File: config.mk
export PLATFORM = sky130hd
export DESIGN_NAME = mdma_host_seq
export DESIGN_NICKNAME = d
export VERILOG_FILES = /design/src/rtl/mdma_pkg.sv /design/src/rtl/mdma_timing.sv /design/src/rtl/mdma_ctrl.sv /design/src/rtl/mdma_data.sv /design/src/rtl/mdma_host_seq.sv
export SDC_FILE = /design/constraint.sdc
export NUM_CORES = 1
export LEC_CHECK = 0
export ABC_AREA = 1
export BUFFER_PORTS_ARGS = -buffer_cell sky130_fd_sc_hd__buf_4
export CAP_MARGIN = 40
export CORE_MARGIN = 3
export CORE_UTILIZATION = 55
export DETAILED_ROUTE_END_ITERATION = 6
export PLACE_DENSITY_LB_ADDON = 0.25
export SETUP_SLACK_MARGIN = 0.2
export SYNTH_ARGS = -nofsm -noshare
export SYNTH_HDL_FRONTEND = slang
export SYNTH_HIERARCHICAL = 1
export SYNTH_SLANG_ARGS = --single-unit
export TNS_END_PERCENT = 10
File: constraint.sdc
create_clock -name clk -period 5 [get_ports clk]
set_clock_uncertainty 0.05 [all_clocks]
set_input_delay 1 -clock clk [delete_from_list [all_inputs] [get_ports clk]]
set_output_delay 1 -clock clk [all_outputs]
set_load 0.03 [all_outputs]
File: src/rtl/mdma_pkg.sv
package mdma_pkg;

    localparam int TIMER_W   = 10;
    localparam int NUM_MODES = 3;

    typedef enum logic [2:0] {
        S_IDLE,
        S_ARB,
        S_LEAD,
        S_PEND,
        S_STRB,
        S_TAIL
    } seq_state_e;

    typedef struct packed {
        logic [TIMER_W-1:0] act;
        logic [TIMER_W-1:0] rec;
        logic [TIMER_W-1:0] tail;
    } mdma_timing_t;

    function automatic int ns_to_cyc(int ns, int clk_ns);
        int c;
        c = (ns + clk_ns - 1) / clk_ns;
        return (c < 1) ? 1 : c;
    endfunction

    function automatic int strobe_ns(int m);
        case (m)
            0:       return 240;
            default: return 80;
        endcase
    endfunction

    function automatic int period_ns(int m);
        case (m)
            0:       return 480;
            1:       return 160;
            default: return 120;
        endcase
    endfunction

    function automatic int tail_ns(int m);
        case (m)
            0:       return 20;
            1:       return 15;
            default: return 10;
        endcase
    endfunction

endpackage

File: src/rtl/mdma_timing.sv
module mdma_timing
    import mdma_pkg::*;
#(
    parameter int CLK_NS = 5
) (
    input  logic [1:0]   mode,
    output mdma_timing_t tm
);

    mdma_timing_t tab [NUM_MODES];

    for (genvar m = 0; m < NUM_MODES; m++) begin : g_mode
        localparam int ACT  = ns_to_cyc(strobe_ns(m), CLK_NS);
        localparam int PER  = ns_to_cyc(period_ns(m), CLK_NS);
        localparam int REC  = (PER - ACT < 1) ? 1 : PER - ACT;
        localparam int TAIL = ns_to_cyc(tail_ns(m), CLK_NS);
        assign tab[m].act  = TIMER_W'(ACT);
        assign tab[m].rec  = TIMER_W'(REC);
        assign tab[m].tail = TIMER_W'(TAIL);
    end

    always_comb begin
        case (mode)
            2'd0:    tm = tab[0];
            2'd1:    tm = tab[1];
            default: tm = tab[2];
        endcase
    end

endmodule

File: src/rtl/mdma_ctrl.sv
module mdma_ctrl
    import mdma_pkg::*;
#(
    parameter int CNT_W = 16
) (
    input  logic             clk,
    input  logic             rst,
    input  logic             start,
    input  logic             wr_dir,
    input  logic [1:0]       mode,
    input  logic [CNT_W-1:0] words,
    input  logic             dev_req,
    input  logic             fifo_ok,
    input  mdma_timing_t     tm,
    output logic [1:0]       mode_q,
    output logic             wr_q,
    output logic             dack_n,
    output logic             cs_en,
    output logic             strobe,
    output logic             load_word,
    output logic             last_low,
    output logic             done,
    output logic             busy
);

    seq_state_e         st;
    logic [CNT_W-1:0]   remain;
    logic [TIMER_W-1:0] phase;
    logic [TIMER_W-1:0] gap;

    assign strobe    = (st == S_STRB);
    assign dack_n    = !(st inside {S_LEAD, S_PEND, S_STRB, S_TAIL});
    assign cs_en     = (st != S_IDLE);
    assign busy      = (st != S_IDLE);
    assign load_word = (st == S_PEND) && (gap == '0) && fifo_ok;
    assign last_low  = strobe && (phase == '0);

    always_ff @(posedge clk) begin
        if (rst) begin
            st     <= S_IDLE;
            remain <= '0;
            phase  <= '0;
            gap    <= '0;
            done   <= 1'b0;
            wr_q   <= 1'b0;
            mode_q <= '0;
        end else begin
            done <= 1'b0;
            if (gap != '0) gap <= gap - 1'b1;
            case (st)
                S_IDLE: begin
                    if (start) begin
                        if (words == '0) begin
                            done <= 1'b1;
                        end else begin
                            remain <= words;
                            wr_q   <= wr_dir;
                            mode_q <= mode;
                            st     <= S_ARB;
                        end
                    end
                end
                S_ARB:  if (dev_req) st <= S_LEAD;
                S_LEAD: st <= S_PEND;
                S_PEND: begin
                    if (load_word) begin
                        st    <= S_STRB;
                        phase <= tm.act - 1'b1;
                    end
                end
                S_STRB: begin
                    if (phase != '0) begin
                        phase <= phase - 1'b1;
                    end else begin
                        remain <= remain - 1'b1;
                        gap    <= tm.rec - 1'b1;
                        if (remain == CNT_W'(1) || !dev_req) begin
                            st    <= S_TAIL;
                            phase <= tm.tail - 1'b1;
                        end else begin
                            st <= S_PEND;
                        end
                    end
                end
                S_TAIL: begin
                    if (phase != '0) begin
                        phase <= phase - 1'b1;
                    end else if (remain == '0) begin
                        st   <= S_IDLE;
                        done <= 1'b1;
                    end else begin
                        st <= S_ARB;
                    end
                end
                default: st <= S_IDLE;
            endcase
        end
    end

    // acknowledge never falls together with a strobe
    a_r2_ack_before_strobe: assert property (@(posedge clk) disable iff (rst)
        $fell(dack_n) |-> !strobe);

    // chip select valid whenever acknowledge is held
    a_r11_cs_brackets: assert property (@(posedge clk) disable iff (rst)
        !dack_n |-> cs_en);

    // acknowledge releases only after the strobe has been high
    a_r8_tail_after_strobe: assert property (@(posedge clk) disable iff (rst)
        $rose(dack_n) |-> !strobe && !$past(strobe));

endmodule

File: src/rtl/mdma_data.sv
module mdma_data #(
    parameter int DATA_W = 16
) (
    input  logic              clk,
    input  logic              rst,
    input  logic              wr_q,
    input  logic              load_word,
    input  logic              last_low,
    input  logic [DATA_W-1:0] tx_data,
    input  logic [DATA_W-1:0] dd_in,
    output logic [DATA_W-1:0] dd_out,
    output logic [DATA_W-1:0] rx_data,
    output logic              rx_push
);

    always_ff @(posedge clk) begin
        if (rst) begin
            dd_out  <= '0;
            rx_data <= '0;
            rx_push <= 1'b0;
        end else begin
            rx_push <= last_low && !wr_q;
            if (last_low && !wr_q) rx_data <= dd_in;
            if (load_word && wr_q) dd_out <= tx_data;
        end
    end

endmodule

File: src/rtl/mdma_host_seq.sv
module mdma_host_seq
    import mdma_pkg::*;
#(
    parameter int CLK_NS = 5,
    parameter int DATA_W = 16,
    parameter int CNT_W  = 16
) (
    input  logic              clk,
    input  logic              rst,
    input  logic              start,
    input  logic              wr_dir,
    input  logic [1:0]        mode,
    input  logic [CNT_W-1:0]  words,
    input  logic              dev_req,
    output logic              dack_n,
    output logic              cs_en,
    output logic              rd_n,
    output logic              wr_n,
    input  logic [DATA_W-1:0] dd_in,
    output logic [DATA_W-1:0] dd_out,
    output logic              dd_oe,
    input  logic [DATA_W-1:0] tx_data,
    input  logic              tx_empty,
    output logic              tx_pop,
    output logic [DATA_W-1:0] rx_data,
    input  logic              rx_full,
    output logic              rx_push,
    output logic              busy,
    output logic              done
);

    mdma_timing_t tm;
    logic [1:0]   mode_q;
    logic         wr_q, strobe, load_word, last_low, fifo_ok;

    assign fifo_ok = wr_q ? !tx_empty : !rx_full;
    assign tx_pop  = load_word && wr_q;
    assign rd_n    = !(strobe && !wr_q);
    assign wr_n    = !(strobe && wr_q);
    assign dd_oe   = wr_q && !dack_n;

    mdma_timing #(.CLK_NS(CLK_NS)) u_timing (
        .mode (mode_q),
        .tm   (tm)
    );

    mdma_ctrl #(.CNT_W(CNT_W)) u_ctrl (
        .clk       (clk),
        .rst       (rst),
        .start     (start),
        .wr_dir    (wr_dir),
        .mode      (mode),
        .words     (words),
        .dev_req   (dev_req),
        .fifo_ok   (fifo_ok),
        .tm        (tm),
        .mode_q    (mode_q),
        .wr_q      (wr_q),
        .dack_n    (dack_n),
        .cs_en     (cs_en),
        .strobe    (strobe),
        .load_word (load_word),
        .last_low  (last_low),
        .done      (done),
        .busy      (busy)
    );

    mdma_data #(.DATA_W(DATA_W)) u_data (
        .clk       (clk),
        .rst       (rst),
        .wr_q      (wr_q),
        .load_word (load_word),
        .last_low  (last_low),
        .tx_data   (tx_data),
        .dd_in     (dd_in),
        .dd_out    (dd_out),
        .rx_data   (rx_data),
        .rx_push   (rx_push)
    );

    // never pop an empty transmit FIFO
    a_r10_pop_has_data: assert property (@(posedge clk) disable iff (rst)
        tx_pop |-> !tx_empty);

    // a push follows directly on the end of a read strobe
    a_r6_push_after_strobe: assert property (@(posedge clk) disable iff (rst)
        rx_push |-> $past(strobe) && !strobe && !wr_q);

    // completion is only reported with the acknowledge released
    a_r12_done_released: assert property (@(posedge clk) disable iff (rst)
        done |-> dack_n && rd_n && wr_n);

endmodule

==> results.env, run 1 <==
TIMING.SETUP.TNS_NS=0
DRT-VIAS-PER-INSTANCE=4.99
IO_BUFFER_COUNT=97
MAXCAPVIOLATIONS=0
SYNTH_XOR_AREA_SHARE_PCT=3.32
SYNTH.LIB_CELLS_USED.DISTINCT=38
WORST_PATH_CLASS_SETUP='reg -> out'
CTS.REPAIR_TIMING.SETUP_BUFFER_COUNT=0
HTREE_NUM_LEVELS=3
SLEW_AT_THE_PIN_WITH_THE_WORST_MAX_SLEW_SLACK_NS=0.851
SYNTH-SIMPLE-AREA-SHARE_PCT=42.1
ROUTED_WL_UM=12900
HOLD_BUFFERS=0
VIA_COUNT_OF_THE_FIRST_GLOBAL_ROUTING_PASS=4719
FINALHOLDVIOLATIONS=0
PATH_COMMON_CELL='sky130_fd_sc_hd__nand2_1'
TOP_LEVEL_PORTS=98
NUM-NETS-FINAL=988
FINAL_LAYOUT_SIZE_SUFFIX_GT1_SHARE_PCT=18.1
CLOCK_PATH_BUFFERS=2
SYNTHESIS.AREA_MM2=0.00528
ANTENNA_FOUND_INITIAL=0
CRITICAL-PATH-TOP-DELAY-FAMILY='simple AND/OR/NAND/NOR gates'
DIE-WIDTH_UM=104
LEAKAGEPOWER_nW=2.94
RSZ_0062_RAISED_AFTER_GLOBAL_ROUTING='no'
REQUIRED_NS=3.95
CRITPATHSLOWESTCELL='sky130_fd_sc_hd__dfxtp_1'
ROWS=35
GRT.TOTAL_USAGE_PCT=23.7
SYNTHESIZED_AREA_FRACTION_OCCUPIED_BY_AO_OA_AOI_AND_OAI_CELLS_PCT=9.89
SYNTH.AREA.MUX_SHARE_PCT=0
RELATIVE_SLEW_SLACK_PCT=43.2
START_UTIL_PCT=56.8
GRT_OVERFLOW_TOTAL=0
RUN_STATUS='finished clean'
DIE_AREA_MM2=0.0108
FLIP_FLOP_AND_LATCH_COUNT_AFTER_SYNTHESIS=76
LARGEST_FANOUT_ON_THE_CRITICAL_PATH=18
FP.DIEH_UM=104
GP_CONGESTION=0.862
DRT_PRE_ANTENNA_ITERS=6
GRT_START_MAX_NET_PINS=34
CORE_REGION_AREA_MM2=0.00928
POST-LAYOUT-TOTAL-POWER_mW=3.21
DETAILEDROUTE.FIRSTITERATIONVIOLATIONS=339
FINAL_LAYOUT_FILL_CELL_COUNT=898
CRIT_ARRIVAL_NS=2.15
ENDPOINT_KIND='primary output'
WORSTPATHBUFFERINVERTERCOUNT=4
AVGSYNTHCELLAREA_UM2=6.27
YS.FLOP_TYPE='sky130_fd_sc_hd__dfxtp_1'
INSERTEDDIODECOUNT=0
FINAL_MAX_SLEW_VIOL_COUNT=0
CTS.SINKS=76
CRITICAL_PATH.MAX_STAGE_DELAY_NS=0.34
LAYOUT_WORST_PATH_CYCLE_SHARE_PCT=64.0
HOLD_PATH_CLASS='reg -> reg'
DRCVIOLATIONCOUNT=0
CLK-INSERTION-DELAY-LATE_NS=0.36
SYNTHCELLS=842
MAX_FREQ_GHz=0.313
NUMCTSBUFFERS=9
CP-START-KIND='flip-flop'
CTS_TREE='built'
VIAS=5271
PATH_CELLS='inv_1 -> ha_1 -> nand2_1 -> nor2_2 -> nand3b_2 -> nor2_4 -> nand2_1 -> nor2_1 -> buf_4 -> nand2_1 -> inv_1 -> buf_4'
DP.FINAL_HPWL_UM=9470
GRT_FIRST_PASS_WIRELENGTH_UM=21700
YS_ASYNC_SR_FRACTION_PCT=0
ROUTE.DETAILED.WL_PER_INST_UM=12.2
WORST_SETUP_HOLD_PATH_CLK_SLEW_NS=0.09
SETUP_VIOLATIONS=0
YOSYS.AREA_SHARE.ADDER_PCT=2.13
YS.WARNINGS.COUNT=6
CLOCKROOTBUFFER='sky130_fd_sc_hd__clkbuf_8'
MAIN_COMBINATIONAL_CELL_FAMILY_BY_AREA_AFTER_SYNTHESIS='simple AND/OR/NAND/NOR gates'
CELLPOWERDENSITY_mW_PER_MM2=528
SYNTH-SEQ-AREA-SHARE_PCT=28.8
POST-ROUTE-MIN-PERIOD_NS=3.20
AREA_GROWTH_PCT=15.4
PEAKVDDDROP_V=0.000338
DRT.ANTENNA.VIOLATING_NETS=0
SYNTH-EDFF-COUNT=0
CTSRESIZECOUNT=0
==> report_power, final <==
part / total, mW / switching [mW] / internal (mW)
clock: 0.467 / 0.273 / 0.193
sequential: 0.893 / 0.143 / 0.750
combinational: 1.85 / 1.23 / 0.619
total: 3.21 / 1.65 / 1.56
==> cell type report <==
| class | count | area (um2) | share of cell area (%) |
|---|---|---|---|
| multi-input cells | 643 | 3120 | 51.2 |
| clock buffers | 9 | 124 | 2.03 |
| well taps | 129 | 161 | 2.65 |
| repair buffers | 100 | 751 | 12.3 |
| inverters | 92 | 349 | 5.73 |
| clock inverters | 7 | 65.1 | 1.07 |
| flip-flops and latches | 76 | 1520 | 25.0 |
==> worst min-delay path: stages, from the launching register on <==
cell and delay, ns:
sky130_fd_sc_hd__dfxtp_1 0.32, sky130_fd_sc_hd__nand2_1 0.06, sky130_fd_sc_hd__a21oi_1 0.05
==> routing by layer <==
layer	vias up	track usage [%]	wire, um
met2	172	39.0	5830
met3	20	4.10	777
met5	-	0	0
met4	0	8.17	231
met1	2287	31.4	6030
li1	2792	-	-
==> stage by stage <==
stage | cells | setup WS [ns] | utilization [%] | instance area, um2 | hold WS (ns)
after floorplan | 863 | 2.34 | - | 5360 | 0.387
after global placement | 1040 | 2.05 | 63.6 | 5900 | 0.399
after detailed placement | 1040 | 2.03 | 63.6 | 5900 | 0.404
after CTS | 1056 | 1.78 | 65.6 | 6090 | 0.418
after global routing | 1056 | 1.58 | 65.6 | 6090 | 0.434
final | 1056 | 1.80 | 65.6 | 6090 | 0.413
==> cell usage after synthesis (all sizes together), types with 2 or more instances <==
master  instances  area [um2]
nand3          96         558
clkbuf          4        15.0
a21oi          47         235
buf            48         353
nor3           10        66.3
or2             2        12.5
dfxtp          76        1520
nand2         221         855
nand3b          4        33.8
conb            2        7.51
a31oi           5        31.3
ha              9         113
xor2           15         131
nand4           7        43.8
o31ai           5        37.5
inv            91         344
o21ai          36         180
nor2          151         639
xnor2           5        43.8
a211oi          2        15.0
o211ai          3        22.5
==> final timing paths <==
| check | start | to | slack, ns | cells after the start |
|---|---|---|---|---|
| max | u_ctrl/gap[0]$_SDFF_PP0_ | tx_pop | 1.80 | 12 |
| min | u_data/dd_out[10]$_SDFFE_PP0P_ | u_data/dd_out[10]$_SDFFE_PP0P_ | 0.41 | 2 |
| max reg2reg | u_ctrl/st[0]$_SDFFE_PP0P_ | u_ctrl/phase[2]$_SDFFE_PP0P_ | 2.63 | 8 |
| min reg2reg | u_data/dd_out[10]$_SDFFE_PP0P_ | u_data/dd_out[10]$_SDFFE_PP0P_ | 0.41 | 2 |
==> registers in the layout (all words and copies together), names as in the netlist <==
register,flops
u_data/rx_push,1
u_ctrl/phase,10
u_ctrl/done,1
u_data/dd_out,16
u_ctrl/gap,10
u_ctrl/mode_q,2
u_ctrl/st,3
u_ctrl/wr_q,1
u_ctrl/remain,16
u_data/rx_data,16
==> layout by cell type (no fill, tap or decap), types with 3 or more instances in the layout <==
master	instances
sky130_fd_sc_hd__a21oi_1	47
sky130_fd_sc_hd__a31oi_1	5
sky130_fd_sc_hd__buf_4	100
sky130_fd_sc_hd__clkbuf_8	9
sky130_fd_sc_hd__conb_1	23
sky130_fd_sc_hd__dfxtp_1	76
sky130_fd_sc_hd__ha_1	9
sky130_fd_sc_hd__inv_1	84
sky130_fd_sc_hd__inv_2	6
sky130_fd_sc_hd__inv_6	3
sky130_fd_sc_hd__nand2_1	215
sky130_fd_sc_hd__nand2_2	4
sky130_fd_sc_hd__nand3_1	82
sky130_fd_sc_hd__nand3_2	13
sky130_fd_sc_hd__nand3b_1	3
sky130_fd_sc_hd__nand4_1	7
sky130_fd_sc_hd__nor2_1	132
sky130_fd_sc_hd__nor2_2	14
sky130_fd_sc_hd__nor2_4	5
sky130_fd_sc_hd__nor3_1	8
sky130_fd_sc_hd__o211ai_1	3
sky130_fd_sc_hd__o21ai_0	35
sky130_fd_sc_hd__o31ai_1	5
sky130_fd_sc_hd__xnor2_1	5
sky130_fd_sc_hd__xor2_1	15
==> logic make-up after synthesis <==
family	count (synthesis)
other	2
adder cells (fa/ha/maj)	9
XOR/XNOR	20
AND/OR/NAND/NOR	493
flip-flops	76
buffers and inverters	144
AO/OA/AOI/OAI	98
Power figures use the tool's default switching activity.
==> run 2, diff against run 1 <==
- CORE_UTILIZATION: 55 -> 51
- clock period: 5 -> 2.55 ns (I/O delays scaled with it)
==> run 2 against run 1 <==
  * Register-to-register slack lost 2.2 ns
  * Sequential share of layout area is 0.50 points lower
  * Largest power group unchanged
  * Flip-flop and latch count is the same
  * Final area grew 2.3%
  * Die area grew 7.4%
  * Largest cell class unchanged
==> results.env, run 2 (synthesis results as in run 1) <==
NUMCTSBUFFERS=9  # unchanged
HOLD_START='tx_data[10]'  # was u_data/dd_out[10]$_SDFFE_PP0P_
VIA_COUNT_OF_THE_FIRST_GLOBAL_ROUTING_PASS=4598  # was 4,719
MAXCAPVIOLATIONS=0  # unchanged
DETAILEDROUTE.FIRSTITERATIONVIOLATIONS=462  # was 339
UTILIZATION_PCT=62.9  # was 65.6%
R2R_PATH_START='u_ctrl/phase[0]$_SDFFE_PP0P_'  # was u_ctrl/st[0]$_SDFFE_PP0P_
GRT_START_MAX_NET_PINS=34  # unchanged
REQUIRED_NS=1.99  # was 3.95 ns
FINAL_LAYOUT_SIZE_SUFFIX_GT1_SHARE_PCT=20.4  # was 18.1%
ROUTED_WL_UM=13200  # was 12,900 um
HTREE_NUM_LEVELS=3  # unchanged
LAYOUT.CELLS.NON_FILLER=1071  # was 1,056
HOLD_BUFFERS=0  # unchanged
CTS.SINKS=76  # unchanged
CRIT_ARRIVAL_NS=1.77  # was 2.15 ns
TIMING.SETUP.TNS_NS=0  # unchanged
HOLDPATHSTAGES=3  # was 2
CP-START-KIND='flip-flop'  # unchanged
FP.DIEH_UM=108  # was 104 um
AREA_GROWTH_PCT=18.0  # was 15.4%
DIE-WIDTH_UM=108  # was 104 um
DP.FINAL_HPWL_UM=9680  # was 9470 um
GP_CONGESTION=0.908  # was 0.862
PEAKVDDDROP_V=0.000537  # was 0.000338 V
GRT_FIRST_PASS_WIRELENGTH_UM=21200  # was 21,700 um
MOSTFREQUENTLAYOUTCELL='sky130_fd_sc_hd__nand2_1'  # unchanged
TOP_LEVEL_PORTS=98  # unchanged
PLACED_CELLS=1048  # was 1,040
AREA_TAKEN_BY_MULTI_INPUT_LOGIC_GATES_MM2=0.00317  # was 0.00312 mm2
INSERTEDDIODECOUNT=0  # unchanged
SETUP_VIOLATIONS=0  # unchanged
WORST_CASE_REG_TO_REG_PATH_DEPTH=9  # was 8
RR_ENDPOINT='u_data/rx_data[9]$_SDFFE_PP0P_'  # was u_ctrl/phase[2]$_SDFFE_PP0P_
RSZ_0062_RAISED_AFTER_GLOBAL_ROUTING='yes'  # was no
SEQUENTIAL_CELL_AREA_MM2=0.00153  # was 0.00152 mm2
FINAL_MAX_SLEW_VIOL_COUNT=0  # unchanged
LARGESTREGISTERS='u_ctrl/remain x16, u_data/dd_out x16, u_data/rx_data x16'  # unchanged
TIMING.REG2REG.SETUP_SLACK_NS=0.47  # was 2.63 ns
LAYOUT_COMMON_CELLS='212 x sky130_fd_sc_hd__nand2_1, 131 x sky130_fd_sc_hd__nor2_1, 110 x sky130_fd_sc_hd__buf_4'  # was 215 x sky130_fd_sc_hd__nand2_1, 132 x sky130_fd_sc_hd__nor2_1, 100 x sky130_fd_sc_hd__buf_4
LAYOUT_WORST_PATH_CYCLE_SHARE_PCT=91.4
RUN_STATUS='finished clean'  # unchanged
HOLD_WS_NS=0.353  # was 0.413 ns
SETUP_SLACK_NS=0.219  # was 1.80 ns
HOLD_PATH_CLASS='in -> reg'  # was reg -> reg
NUM-NETS-FINAL=999  # was 988
MAX_FREQ_GHz=0.429
CORE_REGION_AREA_MM2=0.00991  # was 0.00928 mm2
WORST_SETUP_HOLD_PATH_CLK_SLEW_NS=0.09  # about the same
ROWS=36  # was 35
CLOCK_PATH_BUFFERS=2  # unchanged
FINALHOLDVIOLATIONS=0  # unchanged
CLOCKROOTBUFFER='sky130_fd_sc_hd__clkbuf_8'  # unchanged
DRT_PRE_ANTENNA_ITERS=5  # was 6
FINAL_LAYOUT_FILL_CELL_COUNT=941  # was 898
CELLPOWERDENSITY_mW_PER_MM2=1030  # was 528 mW/mm2
DRT.ANTENNA.VIOLATING_NETS=0  # unchanged
VIAS=5354  # was 5,271
POST-ROUTE-MIN-PERIOD_NS=2.33
ENDPOINT_KIND='primary output'  # unchanged
WORST_PATH_CLASS_SETUP='reg -> out'  # unchanged
ROUTE.DETAILED.WL_PER_INST_UM=12.3  # was 12.2 um
CLK-INSERTION-DELAY-LATE_NS=0.37  # was 0.36 ns
LEAKAGEPOWER_nW=3.01  # was 2.94 nW
IO_BUFFER_COUNT=97  # unchanged
DRT-VIAS-PER-INSTANCE=5.00  # was 4.99
ANTENNA_FOUND_INITIAL=0  # unchanged
SLEW_AT_THE_PIN_WITH_THE_WORST_MAX_SLEW_SLACK_NS=0.518  # was 0.851 ns
RELATIVE_SLEW_SLACK_PCT=65.1  # was 43.2%
GRT.TOTAL_USAGE_PCT=22.6  # was 23.7%
START_UTIL_PCT=53.3  # was 56.8%
GRT_OVERFLOW_TOTAL=0  # unchanged
DRCVIOLATIONCOUNT=0  # unchanged
DIE_AREA_MM2=0.0116  # was 0.0108 mm2
CTS_TREE='built'  # unchanged
LARGEST_FANOUT_ON_THE_CRITICAL_PATH=3  # was 18
PLACEMENT.SETUP.WORST_SLACK_NS=0.381  # was 2.03 ns
HOLDPATHEND='u_data/dd_out[10]$_SDFFE_PP0P_'  # unchanged
run 2: cell count changes in the layout (fill, tap and decap cells not counted), sizes merged:
cell	previous run	this run
buf	100	111
inv	96	94
clkinv	2	4
run 2: per-layer routing:
| layer | wire length (um) | up-vias | part of all wire [%] | GRT usage (%) |
|---|---|---|---|---|
| li1 | - | 2819 | - | - |
| met3 | 878 | 15 | 6.7 | 3.96 |
| met2 | 5960 | 151 | 45 | 37.3 |
| met1 | 6140 | 2369 | 47 | 29.8 |
| met4 | 190 | 0 | 1.4 | 8.03 |
| met5 | 0 | - | 0 | 0 |
run 2: through the flow:
step	cell area [um2]	power [mW]
6_report	6230	6.44
5_1_grt	6230	7.06
4_1_cts	6180	6.35
3_5_place_dp	5940	5.33
3_3_place_gp	5940	5.30
2_1_floorplan	5360	4.68
run 2: worst max path at each step:
| stage | start | endpoint | slack, ns |
|---|---|---|---|
| after CTS | u_ctrl/gap[0]$_SDFF_PP0_ | tx_pop | 0.13 |
| after detailed placement | u_ctrl/gap[0]$_SDFF_PP0_ | tx_pop | 0.38 |
| final | u_ctrl/gap[1]$_SDFF_PP0_ | tx_pop | 0.22 |
| after floorplan | u_ctrl/st[1]$_SDFFE_PP0P_ | dd_oe | 0.38 |
| after global placement | u_ctrl/gap[0]$_SDFF_PP0_ | tx_pop | 0.43 |
| after global routing | u_ctrl/gap[1]$_SDFF_PP0_ | tx_pop | 0.14 |
run 2: power breakdown:
part / internal [mW] / switching (mW) / leakage [nW]
registers: 1.48 / 0.285 / 0.620
logic: 1.33 / 2.46 / 2.30
clock network: 0.368 / 0.520 / 0.0921
run 2: timing repair:
action / in CTS / in global routing
resized for setup: 10 / 8
setup endpoints to repair: 3 / 5
pin swaps: 3 / 4
endpoints found under the hold margin: 0 / 0
buffers inserted: 4 / 3
run 2: layout make-up:
type,count,area share (%)
Clock buffer,9,1.99
Clock inverter,7,0.944
Sequential cell,76,24.5
Tap cell,133,2.67
Multi-Input combinational cell,643,50.9
Inverter,92,5.60
Timing Repair Buffer,111,13.4
run 2: critical path, stage by stage, from the launching register on:
cell and delay [ns]:
sky130_fd_sc_hd__dfxtp_2 0.33, sky130_fd_sc_hd__inv_2 0.08, sky130_fd_sc_hd__ha_4 0.14, sky130_fd_sc_hd__nand2_2 0.06, sky130_fd_sc_hd__nor2_4 0.11, sky130_fd_sc_hd__nand3b_4 0.10, sky130_fd_sc_hd__nor2_4 0.12, sky130_fd_sc_hd__nand2_2 0.09
sky130_fd_sc_hd__nor2_4 0.12, sky130_fd_sc_hd__nand2_2 0.06, sky130_fd_sc_hd__inv_2 0.07, sky130_fd_sc_hd__buf_6 0.12
==> run 3, diff against run 2 <==
- CELL_PAD_IN_SITES_DETAIL_PLACEMENT: default -> 0
- CELL_PAD_IN_SITES_GLOBAL_PLACEMENT: default -> 1
- CORE_UTILIZATION: 51 -> 35
==> run 3 against run 2 <==
  * Sequential share of layout area shrank 1.0 points
  * Combinational power grew 1%
  * First-iteration DRC count shrank 48%
  * Clock-buffer cell count grew 2
  * Critical endpoint unchanged
  * Largest cell class unchanged
==> results.env, run 3 (synthesis results as in run 1) <==
MAXCAPVIOLATIONS=0  # unchanged
TIMING.SETUP.TNS_NS=0  # unchanged
HOLD_BUFFERS=0  # unchanged
LAYOUT_COMMON_CELLS='213 x sky130_fd_sc_hd__nand2_1, 131 x sky130_fd_sc_hd__nor2_1, 113 x sky130_fd_sc_hd__buf_4'  # was 212 x sky130_fd_sc_hd__nand2_1, 131 x sky130_fd_sc_hd__nor2_1, 110 x sky130_fd_sc_hd__buf_4
CORE_REGION_AREA_MM2=0.0146  # was 0.00991 mm2
CRITPATHSLOWESTCELL='sky130_fd_sc_hd__dfxtp_2'  # unchanged
CLK-INSERTION-DELAY-LATE_NS=0.35  # was 0.37 ns
LEAKAGEPOWER_nW=3.11  # was 3.01 nW
CRITICAL_PATH.MAX_STAGE_DELAY_NS=0.31  # was 0.33 ns
POST-LAYOUT-TOTAL-POWER_mW=7.05  # was 6.44 mW
HTREE_NUM_LEVELS=3  # unchanged
GRT_OVERFLOW_TOTAL=0  # unchanged
FINAL_MAX_SLEW_VIOL_COUNT=0  # unchanged
GRT.TOTAL_USAGE_PCT=17.2  # was 22.6%
HOLD_PATH_CLASS='in -> reg'  # unchanged
ROUTED_WL_UM=14400  # was 13,200 um
DRT_PRE_ANTENNA_ITERS=5  # unchanged
LARGESTREGISTERS='u_ctrl/remain x16, u_data/dd_out x16, u_data/rx_data x16'  # unchanged
TIMING.REG2REG.SETUP_SLACK_NS=0.37  # was 0.47 ns
CP-START-KIND='flip-flop'  # unchanged
START_UTIL_PCT=36.0  # was 53.3%
FINAL_LAYOUT_FILL_CELL_COUNT=1582  # was 941
WORSTPATHBUFFERINVERTERCOUNT=3  # unchanged
DRCVIOLATIONCOUNT=0  # unchanged
VIAS=5256  # was 5,354
WORST_PATH_CLASS_SETUP='reg -> out'  # unchanged
PEAKVDDDROP_V=0.000565  # was 0.000537 V
CRIT_ARRIVAL_NS=1.72  # was 1.77 ns
SLEW_AT_THE_PIN_WITH_THE_WORST_MAX_SLEW_SLACK_NS=0.763  # was 0.518 ns
DRT.ANTENNA.VIOLATING_NETS=0  # unchanged
FINALHOLDVIOLATIONS=0  # unchanged
DP.FINAL_HPWL_UM=10800  # was 9680 um
CELLPOWERDENSITY_mW_PER_MM2=1090  # was 1030 mW/mm2
NUMCTSBUFFERS=9  # unchanged
SETUP_VIOLATIONS=0  # unchanged
INSERTEDDIODECOUNT=0  # unchanged
DIE_AREA_MM2=0.0166  # was 0.0116 mm2
DIE-WIDTH_UM=129  # was 108 um
GP_CONGESTION=0.809  # was 0.908
REQUIRED_NS=1.99  # about the same
AREA_GROWTH_PCT=22.9  # was 18.0%
CP-STARTPOINT='u_ctrl/gap[1]$_SDFF_PP0_'  # unchanged
CRITICAL-PATH-TOP-DELAY-FAMILY='simple AND/OR/NAND/NOR gates'  # unchanged
WORST_SETUP_HOLD_PATH_CLK_SLEW_NS=0.06  # was 0.09 ns
TOP_LEVEL_PORTS=98  # unchanged
LAYOUT_WORST_PATH_CYCLE_SHARE_PCT=89.3  # was 91.4%
R2R_PATH_START='u_ctrl/gap[1]$_SDFF_PP0_'  # was u_ctrl/phase[0]$_SDFFE_PP0P_
GRT_START_MAX_NET_PINS=34  # unchanged
VIA_COUNT_OF_THE_FIRST_GLOBAL_ROUTING_PASS=4665  # was 4,598
ANTENNA_FOUND_INITIAL=0  # unchanged
TIMING.CRITICAL_PATH.TO='tx_pop'  # unchanged
FINAL_LAYOUT_SIZE_SUFFIX_GT1_SHARE_PCT=20.3  # was 20.4%
PATH_CELLS='inv_2 -> ha_4 -> nand2_4 -> nor2_4 -> nand3b_4 -> nor2_4 -> nand2_2 -> nor2_4 -> nand2_1 -> inv_1 -> buf_6'  # was inv_2 -> ha_4 -> nand2_2 -> nor2_4 -> nand3b_4 -> nor2_4 -> nand2_2 -> nor2_4 -> nand2_2 -> inv_2 -> buf_6
NUM-NETS-FINAL=1003  # was 999
DETAILEDROUTE.FIRSTITERATIONVIOLATIONS=241  # was 462
DRT-VIAS-PER-INSTANCE=4.67  # was 5.00
CTS_TREE='built'  # unchanged
CTS.SINKS=76  # unchanged
RELATIVE_SLEW_SLACK_PCT=49.0  # was 65.1%
CLOCKROOTBUFFER='sky130_fd_sc_hd__clkbuf_16'  # was sky130_fd_sc_hd__clkbuf_8
CLOCK_PATH_BUFFERS=2  # unchanged
ROUTE.DETAILED.WL_PER_INST_UM=12.8  # was 12.3 um
LARGEST_FANOUT_ON_THE_CRITICAL_PATH=4  # was 3
RR_ENDPOINT='u_data/dd_out[4]$_SDFFE_PP0P_'  # was u_data/rx_data[9]$_SDFFE_PP0P_
CRIT_CELLS=11  # unchanged
RSZ_0062_RAISED_AFTER_GLOBAL_ROUTING='yes'  # unchanged
POST-ROUTE-MIN-PERIOD_NS=2.28  # was 2.33 ns
GRT_FIRST_PASS_WIRELENGTH_UM=23000  # was 21,200 um
RUN_STATUS='finished clean'  # unchanged
PATH_COMMON_CELL='sky130_fd_sc_hd__nor2_4'
ROWS=44  # was 36
WORST_CASE_REG_TO_REG_PATH_DEPTH=16  # was 9
MAX_FREQ_GHz=0.439  # was 0.429 GHz
FP.DIEH_UM=129  # was 108 um
MOSTFREQUENTLAYOUTCELL='sky130_fd_sc_hd__nand2_1'  # unchanged
IO_BUFFER_COUNT=97  # unchanged
ENDPOINT_KIND='primary output'  # unchanged
-- run 3: metrics by stage --
| stage | hold slack, ns | utilization (%) | instances | worst slack, ns | cell area (um2) |
|---|---|---|---|---|---|
| floorplan | 0.387 | - | 863 | 0.376 | 5360 |
| global placement | 0.401 | 41.1 | 1099 | 0.409 | 6010 |
| detailed placement | 0.403 | 41.1 | 1099 | 0.368 | 6010 |
| CTS | 0.366 | 44.1 | 1123 | 0.165 | 6450 |
| global route | 0.374 | 44.3 | 1126 | 0.156 | 6490 |
| finish | 0.372 | 44.3 | 1126 | 0.272 | 6490 |
-- run 3: power breakdown --
part	total [mW]	switching [mW]	internal, mW
combinational	3.84	2.50	1.34
clock	1.45	0.539	0.914
sequential	1.75	0.275	1.48
total	7.05	3.32	3.73
-- run 3: worst min-delay path by stage --
stage | from | to | slack, ns | cells after the start
3_3_place_gp | u_data/dd_out[0]$_SDFFE_PP0P_ | u_data/dd_out[0]$_SDFFE_PP0P_ | 0.40 | 2
2_1_floorplan | u_ctrl/mode_q[0]$_SDFFE_PP0P_ | u_ctrl/mode_q[0]$_SDFFE_PP0P_ | 0.39 | 2
3_5_place_dp | u_data/dd_out[12]$_SDFFE_PP0P_ | u_data/dd_out[12]$_SDFFE_PP0P_ | 0.40 | 2
5_1_grt | tx_data[14] | u_data/dd_out[14]$_SDFFE_PP0P_ | 0.37 | 3
6_report | tx_data[14] | u_data/dd_out[14]$_SDFFE_PP0P_ | 0.37 | 3
4_1_cts | tx_data[14] | u_data/dd_out[14]$_SDFFE_PP0P_ | 0.37 | 3
-- run 3: area by class of cell --
type | count | area (um2) | area share [%]
multi-input combinational | 643 | 3170 | 48.8
sequential | 76 | 1520 | 23.5
timing repair buffer | 115 | 880 | 13.6
inverter | 92 | 352 | 5.42
clock buffer | 11 | 253 | 3.90
tap | 184 | 230 | 3.55
clock inverter | 5 | 82.6 | 1.27
-- run 3: worst register-to-register path, delay by kind of cell, from the launching register on --
kind            cells  cell delay, ns
buf+inv             6            0.66
fa+ha+maj           1            0.15
flops               1            0.31
compound gates      1            0.06
simple gates        8            0.84
-- run 3: layer usage --
layer	global-route usage, %	vias up	routed length, um
met2	26.9	103	6390
met3	4.32	9	708
met4	4.57	0	147
met5	0	-	0
li1	-	2823	-
met1	23.8	2321	7130
-- run 3: repair_timing --
item | 4_1_cts | 5_1_grt
pin swaps | 4 | 6
buffers inserted | 8 | 3
gates resized for setup | 12 | 4
setup endpoints to repair | 3 | 19
